File: src/rtl/os4b6b_rx.sv
module os4b6b_rx #(
  parameter int OSR        = 8,
  parameter int LOCK_RUN   = 16,
  parameter int LOSS_WIN   = 16,
  parameter int LOSS_LIMIT = 4
) (
  input  logic       clk,
  input  logic       rst_n,
  input  logic       line_i,
  output logic [7:0] byte_o,
  output logic       byte_vld_o,
  output logic [1:0] ctrl_o,
  output logic       ctrl_vld_o,
  output logic       lock_o,
  output logic       code_err_o
);
  localparam int PW   = $clog2(OSR);
  localparam int HALF = OSR / 2;
  localparam int RW   = $clog2(LOCK_RUN + 1);
  localparam int EW   = $clog2(LOSS_WIN + 1);

  logic              line_s, line_q;
  logic [PW-1:0]     ph;
  logic [2:0]        bcnt;
  logic [4:0]        sh;
  logic [RW-1:0]     run;
  logic              seen, nib_hi;
  logic [3:0]        lo_nib;
  logic [LOSS_WIN-2:0] hist;
  logic [EW-1:0]     errs;
  logic              is_data, is_ctrl;
  logic [3:0]        nib;
  logic [1:0]        cc;

  wire          edge_w   = line_s ^ line_q;
  wire          bit_stb  = (ph == PW'(HALF));
  wire [5:0]    word     = {sh, line_s};
  wire          word_stb = bit_stb && (bcnt == 3'd5);
  wire          valid    = is_data | is_ctrl;
  wire          is_sync  = is_ctrl && (cc == 2'd0);
  wire [RW-1:0] run_nx   = (run == RW'(LOCK_RUN)) ? run : run + RW'(1);
  wire          seen_nx  = seen | is_sync;

  always_ff @(posedge clk) begin
    if (!rst_n) begin
      line_s <= 1'b0;
      line_q <= 1'b0;
      ph     <= '0;
    end else begin
      line_s <= line_i;
      line_q <= line_s;
      if (edge_w && ph != '0 && ph < PW'(HALF))
        ph <= ph;
      else if (edge_w && ph > PW'(HALF))
        ph <= ph + PW'(2);
      else
        ph <= ph + PW'(1);
    end
  end

  always_ff @(posedge clk) begin
    if (!rst_n) begin
      bcnt <= '0;
      sh   <= '0;
    end else if (bit_stb) begin
      sh <= word[4:0];
      if (word_stb)
        bcnt <= (!lock_o && !valid) ? 3'd1 : 3'd0;
      else
        bcnt <= bcnt + 3'd1;
    end
  end

  always_comb begin
    is_data = 1'b1;
    is_ctrl = 1'b0;
    nib     = '0;
    cc      = '0;
    case (word)
      6'b001011: nib = 4'd0;
      6'b001101: nib = 4'd1;
      6'b010011: nib = 4'd2;
      6'b010101: nib = 4'd3;
      6'b010110: nib = 4'd4;
      6'b011001: nib = 4'd5;
      6'b011010: nib = 4'd6;
      6'b011100: nib = 4'd7;
      6'b100011: nib = 4'd8;
      6'b100101: nib = 4'd9;
      6'b100110: nib = 4'd10;
      6'b101001: nib = 4'd11;
      6'b101010: nib = 4'd12;
      6'b101100: nib = 4'd13;
      6'b110010: nib = 4'd14;
      6'b110100: nib = 4'd15;
      6'b000111: begin is_data = 1'b0; is_ctrl = 1'b1; cc = 2'd0; end
      6'b111000: begin is_data = 1'b0; is_ctrl = 1'b1; cc = 2'd1; end
      6'b001110: begin is_data = 1'b0; is_ctrl = 1'b1; cc = 2'd2; end
      6'b110001: begin is_data = 1'b0; is_ctrl = 1'b1; cc = 2'd3; end
      default:   is_data = 1'b0;
    endcase
  end

  always_comb begin
    errs = EW'(!valid);
    for (int i = 0; i < LOSS_WIN - 1; i++)
      errs = errs + EW'(hist[i]);
  end

  always_ff @(posedge clk) begin
    if (!rst_n) begin
      lock_o <= 1'b0;
      run    <= '0;
      seen   <= 1'b0;
      hist   <= '0;
    end else if (word_stb) begin
      if (!lock_o) begin
        if (valid) begin
          run  <= run_nx;
          seen <= seen_nx;
          if (run_nx == RW'(LOCK_RUN) && seen_nx) begin
            lock_o <= 1'b1;
            hist   <= '0;
          end
        end else begin
          run  <= '0;
          seen <= 1'b0;
        end
      end else begin
        hist <= {hist[LOSS_WIN-3:0], !valid};
        if (errs >= EW'(LOSS_LIMIT)) begin
          lock_o <= 1'b0;
          run    <= '0;
          seen   <= 1'b0;
        end
      end
    end
  end

  always_ff @(posedge clk) begin
    if (!rst_n) begin
      byte_o     <= '0;
      byte_vld_o <= 1'b0;
      ctrl_o     <= '0;
      ctrl_vld_o <= 1'b0;
      code_err_o <= 1'b0;
      nib_hi     <= 1'b0;
      lo_nib     <= '0;
    end else begin
      byte_vld_o <= 1'b0;
      ctrl_vld_o <= 1'b0;
      code_err_o <= 1'b0;
      if (!lock_o) begin
        nib_hi <= 1'b0;
      end else if (word_stb) begin
        if (is_data) begin
          if (nib_hi) begin
            byte_o     <= {nib, lo_nib};
            byte_vld_o <= 1'b1;
            nib_hi     <= 1'b0;
          end else begin
            lo_nib <= nib;
            nib_hi <= 1'b1;
          end
        end else if (is_ctrl) begin
          ctrl_o     <= cc;
          ctrl_vld_o <= 1'b1;
          if (cc == 2'd0) nib_hi <= 1'b0;
        end else begin
          code_err_o <= 1'b1;
          nib_hi     <= 1'b0;
        end
      end
    end
  end
endmodule

File: config.mk
export PLATFORM = sky130hd
export DESIGN_NAME = os4b6b_rx
export DESIGN_NICKNAME = d
export VERILOG_FILES = /design/src/rtl/os4b6b_rx.sv
export SDC_FILE = /design/constraint.sdc
export NUM_CORES = 1
export LEC_CHECK = 0
export CAP_MARGIN = 40
export CORE_UTILIZATION = 30
export CTS_BUF_LIST = sky130_fd_sc_hd__clkbuf_4
export DETAILED_ROUTE_END_ITERATION = 10
export PLACE_DENSITY = 0.43
export SETUP_SLACK_MARGIN = 0.15
export SLEW_MARGIN = 5
export SYNTH_ARGS = -nofsm -noshare
export SYNTH_HDL_FRONTEND = slang
export SYNTH_SLANG_ARGS = --single-unit
File: constraint.sdc
create_clock -name clk -period 7.8 [get_ports clk]
set_input_delay 1.17 -clock clk [delete_from_list [all_inputs] [get_ports clk]]
set_output_delay 1.17 -clock clk [all_outputs]
set_load 0.03 [all_outputs]
== Word level (Yosys, flattened, before mapping) ==
Cells that the tools add are included.

* Bits in latches: 0
* Bits in read-only memories: 0
* Memories kept: 0
* Memory bits (writable): 0
* Flip-flop bits (word level): 53
* Output and inout bits: 14

* Add/sub/neg operators: 19
* Magnitude comparators: 3
* Reductions and logical operators: 24
* Multiply operators: 0
* Equal/unequal tests: 26
* Bitwise logic cells: 8
* Shifts and indexed selects: 0
* Multiplexer cells: 28
* Div/mod/pow operators: 0

{| class="wikitable"
|+ Operator list
! cell !! number
|-
| $eq 6x6->1 const B || 10
|-
| $pmux 4 s15 || 1
|-
| $add 5x1->5 || 11
|-
| $mux 15 || 3
|-
| $eq 6x5->1 const B || 6
|-
| $mux 5 || 4
|-
| $eq 6x4->1 const B || 3
|-
| $mux 1 || 17
|-
| $reduce_and 4->1 || 4
|-
| $reduce_or 16->1 || 1
|-
| $eq 5x5->1 const B || 2
|-
| $reduce_or 4->1 || 2
|-
| $logic_and 1x1->1 || 7
|-
| $add 3x1->3 const B || 2
|-
| $eq 3x3->1 const B || 2
|-
| $eq 6x3->1 const B || 1
|-
| $mux 3 || 2
|-
| $pmux 2 s3 || 1
|-
| $reduce_and 2->1 || 3
|-
| $add 4x1->5 || 1
|-
| $add 5x1->5 const B || 1
|-
| $ge 5x3->1 const B || 1
|-
| $not 1->1 || 5
|-
| $add 3x1->4 || 1
|-
| other kinds (14) || 17
|}

== Depth between registers and ports, before layout ==
Gate-level depths: netlist (run 1).

* Depth in word-level cells: 23
* Gate-level depth with buffers: 19
* Gate-level depth less buffers: 17

== Worst setup path before layout (run 1) ==
No wires, ideal clock.

* Kind: reg2reg
* Start: reg line_s
* End: reg run[0]
* Slack: 2903 ps
* Library setup time: 59 ps
* Period minus slack after synthesis: 4897 ps
* Cell stages (with the launch flop): 20
* Data arrival time: 4838 ps
* Path buffers: 2
* Path through: dfxtp_1 > buf_4 > xnor2_1 > o221ai_2 > a221oi_4 > buf_6 > fa_1 > inv_1 > fa_1 > fa_1 > fa_1 > inv_1 > ha_1 > inv_1 > fa_1 > nor2_1 > a31oi_1 > or4_1 > a21oi_1 > a221o_1

* Longest elaborated chain between the ends: 23

{| class="wikitable"
|+ Ends and longest elaborated chain
! element !! line !! source
|-
| start, declared || 22 || <nowiki>logic line_s, line_q;</nowiki>
|-
| start signal, assigned || 50 || <nowiki>line_s <= line_i;</nowiki>
|-
| $eq 6x6->1 (tied with other cells) || 79 || <nowiki>case (word)</nowiki>
|-
| $reduce_or 16->1 (no line) or $reduce_or 4->1 (tied branches) || -- ||
|-
| $mux 1 || 79 ||
|-
| $or 1x1->1 * || 39 || <nowiki>wire valid = is_data | is_ctrl;</nowiki>
|-
| $logic_not 1->1 || 105 || <nowiki>errs = EW'(!valid);</nowiki>
|-
| $add 1x1->2 || 107 || <nowiki>errs = errs + EW'(hist[i]);</nowiki>
|-
| $add 2x1->3 || 107 ||
|-
| $add 3x1->4 || 107 ||
|-
| $add 4x1->5 || 107 ||
|-
| $add 5x1->5 (11 in series) || 107 ||
|-
| $ge 5x3->1 || 131 || <nowiki>if (errs >= EW'(LOSS_LIMIT)) begin</nowiki>
|-
| $ne 2x1->1 (no line) || -- ||
|-
| $reduce_and 2->1 (no line) || -- ||
|-
| end signal, assigned || 119 || <nowiki>run <= run_nx;</nowiki>
|-
| end, declared || 26 || <nowiki>logic [RW-1:0] run;</nowiki>
|}

Every way passes the cells marked *; elsewhere a longest branch is shown, timed or not.
A chain may end at the register's enable or synchronous reset.

== Worst setup path in the final report (run 1) ==
Ends and elaborated chain as after synthesis.

==> results.yml, run 1 <==
clocking:
  cts_resized: 0
  numCtsBuffers: 5
  hold_buffers: 0
  cts_tree: "yes"
  cts_sinks: 53
  clk_path_buf_depth: 2
  clk_pin_slew_worst_paths_ns: 0.16
  cts_root_buf: "clkbuf_4"
  post_cts_buffers: 0
  clk_latency_ns: 0.37
  cts-htree-levels: 2
finish:
  fin_nets: 385
  antenna_cells: 0
  area_delta_synth_final_pct: 8.10
  multi_input_area_mm2: 0.00195
  post-route-cell-area_mm2: 0.00352
  drive_gt1_share_pct: 7.48
  fillCellCount: 1108
  seq_area_mm2: 0.00106
  fin_cells: 497
  layout_commonest_cell: "dfxtp_1"
  layout_common_cells: "53 x dfxtp_1, 35 x nand2_1, 30 x a21oi_1"
critical_path:
  cp_slowest_cell: "dfxtp_1"
  cp-start-kind: "flip-flop"
  worst-path-buf-inv: 4
  cp-end-kind: "flip-flop"
  worstPathArrival_ns: 6.00
  startpoint: "line_s"
  r2r_start: "line_s"
  cp_common_cell: "fa_1"
  critPathTopFamily: "adder cells"
  required_ns: 8.13
  critPathMaxFanout: 26
  cpPeakStageDelay_ns: 0.85
  critical_path_class: "reg2reg"
  crit_path_cell_trace: "xnor2_1 -> o221ai_2 -> a221oi_4 -> buf_4 -> fa_1 -> inv_1 -> fa_1 -> fa_1 -> fa_1 -> inv_1 -> ha_1 -> inv_1 -> fa_1 -> nor2_1 -> a31oi_1 -> or4_1 -> a21oi_1 -> a221o_1"
drt:
  vias: 2503
  ant_nets: 0
  wl_per_cell_um: 14.4
  drt_wl_total_um: 7150
  vias_per_cell: 5.04
  drt_iter0_drc: 129
  remaining_drc_errors: 0
  dr.pass1.iters: 4
synth:
  synth_sequential_area_ratio_pct: 32.5
  synth_area_leaders: "dfxtp_1 33%, fa_1 6.1%, a21oi_1 4.6%"
  synth-seq-cells: 53
  synthCells: 360
  synth.avg_cell_area_um2: 9.06
  syn_nets: 384
  ys_types: 67
  syn_area_mm2: 0.00326
  synth_edf_count: 0
  synth.top_cell.area_share_pct: 32.5
  synthArstFlopShare_pct: 0
  yosys.area.top_type: "dfxtp_1"
  yosys_warnings: 0
  ys.flop_type: "dfxtp_1"
sta:
  period_share_pct: 72.7
  worstMarginPinSlew_ns: 0.813
  max-slew-margin-rel_pct: 45.8
  rsz0062_at_grt: "no"
  setup_violations: 0
  period_needed_ns: 5.67
  fin_tns_setup_ns: 0
  drv_slew: 0
  hold_viol: 0
  finalClockSkew_ns: 0.00592
  fmax_mhz: 176
power:
  powerDensity_mw_per_mm2: 125
  power.leakage_nw: 1.23
  total_power_uw: 441
  peakVddDrop_v: 0.0000523
placement:
  numPlacedInstances: 490
  port_buffers: 16
  gp_congestion: 0.758
  dpl.hpwl_um: 4970
  placed_area_mm2: 0.00348
grt:
  grt_util_all_layers_pct: 13.5
  grt_pass1_vias: 2341
  grt_pass1_wl_um: 12200
  gr-max-usage-layer: "met2"
  use_met1_pct: 19.6
  use_met3_pct: 2.27
  grt_max_degree: 41
  grtUsageMet2_pct: 20.5
  grt_overflow: 0
  antenna_found_initial: 0
die:
  rows: 37
  coreArea_mm2: 0.0104
  initial_core_util_pct: 31.3
  die_area_mm2: 0.0113
  die_h_um: 106
  dieWidth_um: 106
  io_pins: 17
min_path:
  hold_class: "reg2reg"
  min_from: "byte_o[7]"
outcome:
  run_status: "completed"
flow_run:
  drv_cap: 0
-- synth_stat cells (2+ instances only) --
cell / n
nand4bb_1: 6
a21oi_1: 30
xnor2_1: 8
mux2i_1: 9
inv_1: 27
o221ai_2: 2
a31oi_1: 2
buf_2: 5
o21ai_0: 9
nor3b_1: 5
o211a_1: 2
or4_1: 3
o31a_1: 2
o31ai_1: 4
buf_4: 5
nor2b_1: 2
a211o_1: 2
xnor2_2: 2
o311ai_1: 13
and3_1: 2
fa_1: 10
nand2_1: 35
nor3_1: 7
xor2_1: 5
nand2b_1: 5
nand3_1: 6
ha_1: 11
buf_6: 3
or2_1: 2
clkbuf_1: 13
a22o_1: 2
nor2_1: 28
o311ai_0: 2
nor4_1: 3
dfxtp_1: 53
and2_1: 4
-- registers in the layout (all words and copies together) (netlist names), 2 cells and up --
register  cells
ctrl_o        2
ph            3
run           5
bcnt          3
sh            5
hist         15
lo_nib        4
byte_o        8
-- stage by stage --
step / util (%) / setup slack, ns / hold WS (ns)
2_1_floorplan: - / 2.90 / 0.446
3_3_place_gp: 33.4 / 2.27 / 0.444
3_5_place_dp: 33.4 / 2.20 / 0.455
4_1_cts: 33.8 / 2.14 / 0.477
5_1_grt: 33.8 / 1.71 / 0.491
6_report: 33.8 / 2.13 / 0.475
-- cells by family (layout without fill, tap and decap cells) --
group                    after synthesis  in the layout  synth area share [%]
adder cells (fa/ha/maj)               21             21                  10.4
multiplexers                           9              9                  2.76
flip-flops                            53             53                  32.5
AND/OR/NAND/NOR                      119            119                  20.1
buffers and inverters                 53             54                  7.56
XOR/XNOR                              16             16                  4.99
AO/OA/AOI/OAI                         89             89                  21.7
-- report_power, final --
group	internal [mW]	leakage [nW]	switching, mW
logic	0.0143	0.776	0.0203
clock network	0.0327	0.0247	0.0900
registers	0.276	0.428	0.00775
total	0.323	1.23	0.118
-- layer usage --
layer,vias to the layer above,wire length (um)
li1,1288,-
met2,36,3160
met4,0,56
met5,-,0
met3,4,203
met1,1175,3730
-- cell type report --
class	instances	share of cell area (%)
multi-input cells	254	55.4
flip-flops and latches	53	30.1
repair buffers	20	5.40
well taps	136	4.83
inverters	27	2.88
clock buffers	5	1.06
clock inverters	2	0.319
-- worst register-to-register path, delay by kind of cell, from the launching register on --
family,cells,cell delay [ns]
AO/OA/AOI/OAI,5,1.14
XOR/XNOR,1,0.24
adder cells (fa/ha/maj),6,2.34
buffers and inverters,4,0.52
flip-flops,1,0.85
AND/OR/NAND/NOR,2,0.55
-- path summary, 6_finish.rpt --
check | slack, ns | depth (start not counted) | end
setup reg to reg | 2.13 | 18 | run[0]
hold / removal | 0.48 | 2 | byte_o[7]
hold reg to reg | 0.48 | 2 | byte_o[7]
setup / recovery | 2.13 | 18 | run[0]
No activity file was read; power rests on OpenSTA's default activity.
==> run 2: changes to the inputs <==
- clock period: 7.8 -> 5.61 ns (I/O delays scaled with it)
==> run 2 against run 1 <==
Largest cell class unchanged. Flip-flop and latch count stayed put. Sequential power is 38% higher. Sequential share of layout area is 0.31 points lower. Utilization is 0.47 points higher. Critical path type unchanged. Maximum frequency is 12% higher. Largest power group unchanged. Setup slack worse by 1.6 ns.
==> results.yml, run 2 (synthesized netlist as in run 1, its figures left out) <==
outcome:
  run_status: "completed"
sta:
  period_needed_ns: 5.05
  drv_slew: 0
  rsz0062_at_grt: "no"
  fmax_mhz: 198
  fin_tns_setup_ns: 0
  worstMarginPinSlew_ns: 0.852
  hold_viol: 0
  finalClockSkew_ns: 0.0101
  max-slew-margin-rel_pct: 43.2
  setup_violations: 0
  period_share_pct: 89.9
critical_path:
  critPathMaxFanout: 15
  required_ns: 5.95
  worstPathArrival_ns: 5.38
  cp-start-kind: "flip-flop"
  cp-end-kind: "flip-flop"
  critical_path_class: "reg2reg"
  worst-r2r-cell-count: 17
min_path:
  holdPathStages: 2
  hold_class: "reg2reg"
finish:
  layout_commonest_cell: "dfxtp_1"
  drive_gt1_share_pct: 9.84
  fin_nets: 389
  largest_register_ffs: 15
  fillCellCount: 1111
  largest-register: "hist"
  area_delta_synth_final_pct: 9.59
  seq_area_mm2: 0.00106
  antenna_cells: 0
  top_regs: "hist (15), byte_o (8)"
  layout_common_cells: "50 x dfxtp_1, 35 x nand2_1, 30 x a21oi_1"
  multi_input_area_mm2: 0.00195
grt:
  grt_pass1_vias: 2509
  antenna_found_initial: 0
  grt_max_degree: 40
  grt_overflow: 0
  grt_pass1_wl_um: 12900
  grt_util_all_layers_pct: 14.3
drt:
  vias: 2556
  drt_wl_total_um: 7530
  wl_per_cell_um: 15.0
  ant_nets: 0
  remaining_drc_errors: 0
  dr.pass1.iters: 4
  vias_per_cell: 5.09
  drt_iter0_drc: 95
placement:
  dpl.hpwl_um: 5260
  gp_congestion: 0.733
  port_buffers: 16
die:
  rows: 37
  io_pins: 17
  initial_core_util_pct: 31.3
  die_area_mm2: 0.0113
  die_h_um: 106
  coreArea_mm2: 0.0104
  dieWidth_um: 106
clocking:
  cts_root_buf: "clkbuf_4"
  clk_latency_ns: 0.38
  cts-htree-levels: 2
  clk_path_buf_depth: 2
  post_cts_buffers: 0
  cts_tree: "yes"
  cts_sinks: 53
  numCtsBuffers: 5
  clk_pin_slew_worst_paths_ns: 0.17
power:
  total_power_uw: 633
  powerDensity_mw_per_mm2: 177
  power.leakage_nw: 1.26
  peakVddDrop_v: 0.0000998
flow_run:
  drv_cap: 0
==> run 2: worst paths after layout <==
check             from         to  slack, ns
min          byte_o[7]  byte_o[7]       0.47
min reg2reg  byte_o[7]  byte_o[7]       0.47
max              sh[4]     run[0]       0.56
max reg2reg      sh[4]     run[0]       0.56
==> run 2: layout make-up <==
type | instances | share of cell area [%]
Sequential cell | 53 | 29.8
Multi-Input combinational cell | 254 | 54.7
Clock buffer | 5 | 1.05
Timing Repair Buffer | 24 | 6.16
Inverter | 27 | 2.84
Tap cell | 136 | 4.76
Clock inverter | 3 | 0.735
==> run 2: critical path, stage by stage, from the launching register on <==
cell and delay (ns):
dfxtp_2 0.56, xnor2_2 0.21, o221ai_2 0.16, a221oi_4 0.37, fa_1 0.46, inv_1 0.08, fa_1 0.43, fa_1 0.51
fa_1 0.40, inv_1 0.07, ha_1 0.16, inv_1 0.05, fa_1 0.38, nor2_1 0.10, a31oi_1 0.12, or4_1 0.45
a21oi_1 0.32, a221o_1 0.20
==> run 2: what timing repair did <==
item,in CTS,in global routing
endpoints found under the setup margin,0,4
hold buffers,0,0
resized for setup,0,3
==> run 2: metrics by stage <==
step,hold WS (ns),std cells,instance area (um^2),util [%],setup WS [ns]
final,0.467,502,3570,34.3,0.565
after floorplan,0.446,360,3260,-,0.713
after global placement,0.445,494,3510,33.7,0.462
after CTS,0.475,502,3570,34.3,0.335
after global routing,0.499,502,3570,34.3,0.190
after detailed placement,0.454,494,3510,33.7,0.377
==> run 2: per-layer routing <==
layer  share of wire (%)  vias up  global-route usage (%)
met5                   0        -                       0
met4                0.93        0                    3.37
met3                 1.9        4                    2.21
met2                  45       23                    22.2
met1                  52     1241                    20.5
li1                    -     1288                       -
==> run 2: where the power goes <==
| part | switching (mW) | internal [mW] |
|---|---|---|
| Sequential | 0.00854 | 0.384 |
| Clock | 0.136 | 0.0526 |
| Combinational | 0.0314 | 0.0204 |
| Total | 0.176 | 0.457 |
==> run 3: changes to the inputs <==
- CORE_UTILIZATION: 30 -> 45
- PLACE_DENSITY: 0.43 -> 0.6
==> run 3 against run 2 <==
Non-clock buffer count shrank 1. Final area shrank 1.9%. Utilization grew 16 points. Sequential share of layout area grew 0.54 points. Sequential power is essentially flat. Flip-flop and latch count is the same.
==> results.yml, run 3 (synthesized netlist as in run 1, its figures left out) <==
sta:
  setup_violations: 0
  drv_slew: 0
  finalClockSkew_ns: 0.00706
  period_share_pct: 90.3
  fmax_mhz: 197
  max-slew-margin-rel_pct: 43.3
  hold_viol: 0
  worstMarginPinSlew_ns: 0.851
  rsz0062_at_grt: "no"
  fin_tns_setup_ns: 0
  period_needed_ns: 5.06
die:
  coreArea_mm2: 0.00691
  initial_core_util_pct: 47.2
  die_area_mm2: 0.00759
  rows: 30
  dieWidth_um: 87.1
  io_pins: 17
  die_h_um: 87.1
clocking:
  cts_sinks: 53
  numCtsBuffers: 5
  cts-htree-levels: 2
  clk_latency_ns: 0.37
  hold_buffers: 0
  cts_tree: "yes"
  clk_path_buf_depth: 2
  cts_root_buf: "clkbuf_4"
  clk_pin_slew_worst_paths_ns: 0.16
critical_path:
  critical_path_class: "reg2reg"
  cp-start-kind: "flip-flop"
  critPathMaxFanout: 19
  cp-end-kind: "flip-flop"
  required_ns: 5.94
  worstPathArrival_ns: 5.40
drt:
  wl_per_cell_um: 14.8
  vias: 2524
  remaining_drc_errors: 0
  vias_per_cell: 5.48
  dr.pass1.iters: 4
  drt_iter0_drc: 144
  drt_wl_total_um: 6810
  ant_nets: 0
finish:
  largest-register: "hist"
  seq_area_mm2: 0.00106
  layout_commonest_cell: "dfxtp_1"
  fillCellCount: 703
  top_regs: "hist (15), byte_o (8)"
  area_delta_synth_final_pct: 7.52
  drive_gt1_share_pct: 9.32
  fin_nets: 388
  largest_register_ffs: 15
  multi_input_area_mm2: 0.00195
  utilization_pct: 50.8
  antenna_cells: 0
  layout_common_cells: "51 x dfxtp_1, 35 x nand2_1, 30 x a21oi_1"
placement:
  port_buffers: 16
  dpl.hpwl_um: 4720
  gp_congestion: 0.777
grt:
  grt_max_degree: 40
  antenna_found_initial: 0
  grt_util_all_layers_pct: 18.8
  grt_pass1_wl_um: 11200
  grt_pass1_vias: 2258
  grt_overflow: 0
power:
  power.leakage_nw: 1.25
  peakVddDrop_v: 0.000125
  powerDensity_mw_per_mm2: 176
  total_power_uw: 618
flow_run:
  drv_cap: 0
min_path:
  hold_class: "reg2reg"
outcome:
  run_status: "completed"
## run 3: stage by stage
stage          hold WS, ns  instance area [um^2]  std cells  setup WS (ns)
2_1_floorplan        0.446                  3260        360          0.713
3_3_place_gp         0.444                  3440        452          0.430
3_5_place_dp         0.462                  3450        453          0.336
4_1_cts              0.482                  3500        461          0.303
5_1_grt              0.498                  3510        461          0.270
6_report             0.486                  3510        461          0.546
## run 3: layer usage
metal	share of wire [%]	up-vias	wire, um	track usage, %
met5	0	-	0	0
met4	0.92	0	63	4.92
met3	2.0	6	137	3.13
met2	43	22	2900	27.8
met1	54	1212	3710	28.3
li1	-	1284	-	-
## run 3: final cells by class
class,count,share of cell area [%]
clock buffer,5,1.07
inverter,27,2.89
multi-input combinational,254,55.7
clock inverter,3,0.500
sequential,53,30.3
tap,96,3.43
timing repair buffer,23,6.07
## run 3: worst paths after layout
check / depth (start not counted) / end / startpoint / slack, ns
max: 17 / run[0] / sh[3] / 0.55
min: 2 / byte_o[7] / byte_o[7] / 0.49
max reg2reg: 17 / run[0] / sh[3] / 0.55
min reg2reg: 2 / byte_o[7] / byte_o[7] / 0.49
## run 3: power breakdown
part,leakage [nW],total (mW),internal [mW],switching [mW]
Sequential,0.429,0.393,0.384,0.00893
Clock,0.0310,0.175,0.0477,0.127
Combinational,0.792,0.0504,0.0204,0.0300
## run 3: what timing repair did
| action | CTS | global route |
|---|---|---|
| buffers inserted | 0 | 0 |
| endpoints found under the setup margin | 0 | 4 |
| gates resized for setup | 0 | 2 |
## run 3: critical path: stages (launching register included)
cell and delay, ns:
dfxtp_2 0.58, nand4bb_1 0.25, o221ai_2 0.13, a221oi_4 0.36
fa_1 0.46, inv_1 0.07, fa_1 0.42, fa_1 0.50
fa_1 0.41, inv_1 0.07, ha_1 0.16, inv_1 0.06
fa_1 0.37, nor2_1 0.09, a31oi_1 0.12, or4_1 0.45
a21oi_1 0.32, a221o_1 0.20
